`src/rtl/rx_power_sequencer.sv`:
```
module rx_power_sequencer #(
  parameter int SETTLE_CYCLES = 2000,
  parameter int ADDR_W        = 4
) (
  input  logic              clk,
  input  logic              rst_n,
  input  logic              bus_sel_i,
  input  logic              pwrup_req_i,
  input  logic              pwrdn_req_i,
  input  logic              hiz_req_i,
  output logic              wr_req_o,
  output logic [ADDR_W-1:0] wr_addr_o,
  output logic [15:0]       wr_data_o,
  input  logic              wr_ack_i,
  input  logic              rb_valid_i,
  input  logic              rb_enable_i,
  input  logic              rb_disable_i,
  output logic              busy_o,
  output logic              active_o,
  output logic              down_o,
  output logic              err_o,
  output logic              bus_mode_o,
  output logic [15:0]       pwr_shadow_o,
  output logic [15:0]       aud_shadow_o
);
  localparam int CW = $clog2(SETTLE_CYCLES + 1);
  localparam logic [ADDR_W-1:0] PWR_ADDR = ADDR_W'(2);
  localparam logic [ADDR_W-1:0] AUD_ADDR = ADDR_W'(7);
  localparam int EN_BIT  = 0;
  localparam int DIS_BIT = 6;
  localparam int DEC_BIT = 12;
  localparam logic [13:0] ON_PAT  = 14'h3C04;
  localparam logic [13:0] OFF_PAT = 14'h0100;

  typedef enum logic [3:0] {
    S_OFF, S_UP_EN, S_UP_WAIT, S_UP_AUD, S_UP_DEC, S_ON,
    S_DN_DEC, S_DN_AUD, S_DN_DIS, S_DN_RB, S_DN_AUD2
  } st_t;

  st_t st, nx;
  logic [CW-1:0] cnt;
  logic [15:0] pwr_q, aud_q, pwr_base;
  logic hiz_q, latched, bus_q, err_q;

  wire rb_clear = rb_valid_i && !rb_enable_i && !rb_disable_i;
  wire ack      = wr_req_o && wr_ack_i;

  assign busy_o       = (st != S_OFF) && (st != S_ON);
  assign active_o     = (st == S_ON);
  assign down_o       = (st == S_OFF);
  assign err_o        = err_q;
  assign bus_mode_o   = bus_q;
  assign pwr_shadow_o = pwr_q;
  assign aud_shadow_o = aud_q;

  always_comb begin
    nx = st;
    case (st)
      S_OFF:     if (pwrup_req_i) nx = S_UP_EN;
      S_UP_EN:   if (ack) nx = S_UP_WAIT;
      S_UP_WAIT: if (cnt == CW'(SETTLE_CYCLES - 1)) nx = S_UP_AUD;
      S_UP_AUD:  if (ack) nx = S_UP_DEC;
      S_UP_DEC:  if (ack) nx = S_ON;
      S_ON:      if (pwrdn_req_i) nx = S_DN_DEC;
      S_DN_DEC:  if (ack) nx = S_DN_AUD;
      S_DN_AUD:  if (ack) nx = S_DN_DIS;
      S_DN_DIS:  if (ack) nx = S_DN_RB;
      S_DN_RB:   if (rb_clear) nx = S_DN_AUD2;
      S_DN_AUD2: if (ack) nx = S_OFF;
      default:   nx = S_OFF;
    endcase
  end

  always_comb begin
    pwr_base          = pwr_q;
    pwr_base[EN_BIT]  = 1'b1;
    pwr_base[DIS_BIT] = 1'b0;
    pwr_base[DEC_BIT] = 1'b0;
    wr_req_o  = 1'b1;
    wr_addr_o = PWR_ADDR;
    wr_data_o = pwr_base;
    case (st)
      S_UP_EN, S_DN_DEC: wr_data_o = pwr_base;
      S_UP_DEC: wr_data_o = pwr_base | (16'd1 << DEC_BIT);
      S_DN_DIS: wr_data_o = pwr_base | (16'd1 << DIS_BIT);
      S_UP_AUD: begin
        wr_addr_o = AUD_ADDR;
        wr_data_o = {aud_q[15:14], ON_PAT};
      end
      S_DN_AUD: begin
        wr_addr_o = AUD_ADDR;
        wr_data_o = {aud_q[15], hiz_q, ON_PAT};
      end
      S_DN_AUD2: begin
        wr_addr_o = AUD_ADDR;
        wr_data_o = {aud_q[15:14], OFF_PAT};
      end
      default: begin
        wr_req_o  = 1'b0;
        wr_data_o = 16'h0000;
      end
    endcase
  end

  always_ff @(posedge clk or negedge rst_n) begin
    if (!rst_n) begin
      st      <= S_OFF;
      cnt     <= '0;
      pwr_q   <= 16'h0000;
      aud_q   <= {2'b00, OFF_PAT};
      hiz_q   <= 1'b0;
      err_q   <= 1'b0;
      latched <= 1'b0;
      bus_q   <= 1'b0;
    end else begin
      st    <= nx;
      err_q <= busy_o && (pwrup_req_i || pwrdn_req_i);
      cnt   <= (st == S_UP_WAIT) ? cnt + 1'b1 : '0;
      if (st == S_ON && pwrdn_req_i) hiz_q <= hiz_req_i;
      if (!latched) begin
        latched <= 1'b1;
        bus_q   <= bus_sel_i;
      end
      if (ack) begin
        if (wr_addr_o == PWR_ADDR) pwr_q <= wr_data_o;
        else aud_q <= wr_data_o;
      end else if (st == S_DN_RB && rb_clear) begin
        pwr_q[EN_BIT]  <= 1'b0;
        pwr_q[DIS_BIT] <= 1'b0;
      end
    end
  end

  assert_enable_kept_R4: assert property (@(posedge clk) disable iff (!rst_n)
    (wr_req_o && wr_addr_o == PWR_ADDR) |-> wr_data_o[EN_BIT]);

  assert_decode_off_first_R5: assert property (@(posedge clk) disable iff (!rst_n)
    (wr_req_o && wr_addr_o == PWR_ADDR && wr_data_o[DIS_BIT]) |-> !pwr_q[DEC_BIT]);

  assert_audio_off_pattern_R6: assert property (@(posedge clk) disable iff (!rst_n)
    down_o |-> aud_q[13:0] == OFF_PAT);

  assert_audio_on_pattern_R6: assert property (@(posedge clk) disable iff (!rst_n)
    active_o |-> aud_q[13:0] == ON_PAT);

  assert_readback_before_off_R7: assert property (@(posedge clk) disable iff (!rst_n)
    (st == S_DN_DIS && ack) |=> !down_o && !active_o);

  assert_err_after_busy_R8: assert property (@(posedge clk) disable iff (!rst_n)
    (busy_o && pwrup_req_i) |=> err_o);

  assert_bus_mode_hold_R9: assert property (@(posedge clk) disable iff (!rst_n)
    latched |=> $stable(bus_q));

  assert_req_held_R10: assert property (@(posedge clk) disable iff (!rst_n)
    (wr_req_o && !wr_ack_i) |=> wr_req_o && $stable(wr_addr_o) && $stable(wr_data_o));

  assert_active_after_ack_R3: assert property (@(posedge clk) disable iff (!rst_n)
    $rose(active_o) |-> $past(wr_ack_i));
endmodule

```
`config.mk`:
```
export PLATFORM = sky130hd
export DESIGN_NAME = rx_power_sequencer
export DESIGN_NICKNAME = d
export VERILOG_FILES = /design/src/rtl/rx_power_sequencer.sv
export SDC_FILE = /design/constraint.sdc
export NUM_CORES = 1
export LEC_CHECK = 0
export CAP_MARGIN = 20
export CORE_UTILIZATION = 50
export CTS_CLUSTER_DIAMETER = 200
export DETAILED_ROUTE_END_ITERATION = 10
export PLACE_DENSITY = 0.83
export SLEW_MARGIN = 20
export SYNTH_ARGS = -nofsm -noshare
export SYNTH_HDL_FRONTEND = slang
export SYNTH_SLANG_ARGS = --single-unit
```
`constraint.sdc`:
```
create_clock -name clk -period 3.2 [get_ports clk]
set_input_delay 0.32 -clock clk [delete_from_list [all_inputs] [get_ports clk]]
set_output_delay 0.32 -clock clk [all_outputs]
set_load 0.02 [all_outputs]
```
==> results_dict.tcl <==
set metrics [dict create \
    status "finished, final reports clean" \
    num-fill-cells 384 \
    grt_max_degree 52 \
    tritoncts "yes" \
    synth_area_leaders "sky130_fd_sc_hd__dfrtp_1, sky130_fd_sc_hd__and2_1, sky130_fd_sc_hd__nor2_1" \
    vias_per_cell 5.232 \
    cts_inserted_buffers 5 \
    power.static_leakage_nw 1.367 \
    critical_path.startpoint_type "flop" \
    finClkSkew_ps 13.73 \
    vias 1873 \
    power_per_cell_area_nw_per_um2 809.5 \
    i_o_pin_count 68 \
    yosys_most_used_dff "sky130_fd_sc_hd__dfrtp_1" \
    maxCapViolations 0 \
    grt_antenna_before_repair 0 \
    vias_in_the_first_global_route 1715 \
    path_clk_slew_ps 100 \
    grt_first_pass_wirelength_mm 8.073 \
    totalNegativeSetupSlack_ps 0 \
    layout-drive-gt1-share 0.07216 \
    crit_path_max_fanout 23 \
    cpLargestDelayFamily "flip-flops" \
    post_route_fraction_of_the_period_consumed_by_the_critical_path 0.9035 \
    clock_latency_ps 310 \
    antenna_cells_inserted 0 \
    critical_path.endpoint_type "output port" \
    timing.critical_path.slowest_cell_delay_ps 830 \
    final_net_count 301 \
    rsz_0062_raised_after_global_routing "no" \
    netlist_area_um2 2454 \
    worstPathBufferInverterCount 1 \
    fin_crit_ps 2891 \
    cts-htree-levels 2 \
    worst-slew-pin-transition_ps 779.5 \
    layoutNonFillerInstCount 358 \
    dieWidth_um 72.05 \
    hold_slack_ps 23.96 \
    clock_tree.buffer_depth 2 \
    netlist_top_cells_count "sky130_fd_sc_hd__dfrtp_1, sky130_fd_sc_hd__nor2_1, sky130_fd_sc_hd__and2_1" \
    root_buffer "sky130_fd_sc_hd__clkbuf_8" \
    synth-async-reset-ratio 1.000 \
    seq_area_frac_synth 0.5207 \
    worst_path_max_delay_cell "sky130_fd_sc_hd__dfrtp_1" \
    grt_use_total 0.2005 \
    drc_errors 0 \
    top_usage_layer "met2" \
    post-place-cells 350 \
    finalCoreUtilization 0.6752 \
    synth.avg_cell_area_um2 10.10 \
    finalMaxSlewViolations 0 \
    use_met2 0.3092 \
    cells_along_the_critical_path "nand2b_1 > o32ai_4 > a22o_1 > clkdlybuf4s50_1" \
    core-area_um2 4723 \
    synth_top_area_share 0.5099 \
    setup_violation_total_in_the_final_timing_report 0 \
    placement_rows 25 \
    cts_sinks 51 \
    max_slew_margin 0.4804 \
    start_util 0.5195 \
    synth_warnings 0 \
    layout-area-overhead-vs-synth_pct 29.98 \
    die_h_um 72.05 \
    unique_masters_post_synth 49 \
    vdd_ir_drop_max_uv 398.1 \
    max_freq_mhz 345.9 \
    arrival_ps 2570 \
    setup.worst_path.class "reg -> out" \
    io_buffer_count 65 \
    totalWireLength_mm 5.005 \
    hold_path_class "in -> async" \
    mapped_cells 243 \
    hold_viol 0 \
    fp.dieArea_um2 5191 \
    router_iterations_before_antenna_repair 4 \
    routed_wire_length_per_instance_um 13.98 \
    antenna_nets_post_route 0 \
    synth.most_common_cell "sky130_fd_sc_hd__dfrtp_1" \
    gr_util_met3 0.05694 \
    ys_ff_latch 51 \
    cts.repair.resized 0 \
    ctsHoldBuffers 0 \
    overflow 0 \
    gp_congestion 0.7867 \
    crit_required_ps 2880 \
    post-dp-hpwl_mm 3.332 \
    grtUsageMet1 0.2761 \
    post_cts_buffers 0 \
    drt-initial-drc-count 78 \
    cell_type_with_the_largest_total_area_after_synthesis "sky130_fd_sc_hd__dfrtp_1" \
    count_of_flip_flops_with_a_built_in_enable_after_synthesis 0 \
]
[flip-flops by register name (all words and copies together) (netlist names)]
signal / flops
aud_shadow_o: 16
bus_mode_o: 1
cnt: 11
err_o: 1
hiz_q: 1
latched: 1
pwr_shadow_o: 16
st: 4
[per-layer routing]
layer,wire [um],share of wire,up-vias
met5,0,0,-
met4,60,0.012,0
met3,264,0.053,9
met2,2305,0.46,55
met1,2374,0.47,889
li1,-,-,920
[cell families (layout without fill, tap and decap cells)]
| kind of cell | after synthesis | count (layout) | share of synthesized area |
|---|---|---|---|
| and+or+nand+nor | 96 | 96 | 0.2137 |
| DFF | 51 | 51 | 0.5207 |
| AOI/OAI and AO/OA | 48 | 48 | 0.1382 |
| buffers and inverters | 30 | 77 | 0.05813 |
| xor gates and xnor gates | 10 | 10 | 0.03876 |
| muxes | 5 | 5 | 0.02244 |
| other | 2 | 3 | 0.003061 |
| adders and majority gates | 1 | 1 | 0.005099 |
[per-stage QoR]
step	total power [mW]	worst slack (ps)	cell area, um2
6_report	2.582	308.8	3189
5_1_grt	2.730	173.1	3189
4_1_cts	2.590	305.6	3187
3_5_place_dp	2.129	648.2	3070
3_3_place_gp	2.104	713.3	3070
2_1_floorplan	1.694	1121	2457
[report_power, final]
group | internal (mW) | total (mW) | switching [mW]
registers | 0.745 | 0.922 | 0.177
logic | 0.567 | 1.19 | 0.627
clock network | 0.237 | 0.465 | 0.228
[worst paths after layout]
path,cells after the start,from,slack (ps),to
max,4,st[2],310,wr_data_o[14]
min,1,rst_n,20,err_o
max reg2reg,4,st[1],1130,st[1]
min reg2reg,0,pwr_shadow_o[1],390,pwr_shadow_o[1]
max in group asynchronous,1,rst_n,2750,pwr_shadow_o[9]
min in group clk,0,pwr_shadow_o[1],390,pwr_shadow_o[1]
[area by class of cell]
type	instances	area, um2	area share
Multi-Input combinational cell	163	1037	0.3252
Clock inverter	3	47.55	0.01491
Clock buffer	5	68.82	0.02158
Timing Repair Buffer	68	670.6	0.2103
Sequential cell	51	1277	0.4006
Tap cell	67	83.83	0.02628
Inverter	1	3.754	0.001177
[cells in the final DEF, fill, tap and decap left out, types with 5 or more instances in the layout]
cell and instances:
sky130_fd_sc_hd__nand2_1 13, sky130_fd_sc_hd__nor2_1 23, sky130_fd_sc_hd__dfrtp_1 50, sky130_fd_sc_hd__o21ai_0 10, sky130_fd_sc_hd__a31oi_1 6, sky130_fd_sc_hd__xor2_1 5, sky130_fd_sc_hd__and2_1 17, sky130_fd_sc_hd__nor2b_1 9
sky130_fd_sc_hd__clkdlybuf4s50_1 64, sky130_fd_sc_hd__nand3_1 5, sky130_fd_sc_hd__clkbuf_8 5, sky130_fd_sc_hd__a21oi_1 8, sky130_fd_sc_hd__a21o_1 6
[worst register-to-register path: stages, from the launching register on]
cell	delay (ps)
sky130_fd_sc_hd__dfrtp_1	860
sky130_fd_sc_hd__nor4b_1	480
sky130_fd_sc_hd__o31ai_1	190
sky130_fd_sc_hd__and3_1	200
sky130_fd_sc_hd__a32o_1	240
(Power assumes the default switching activity.)
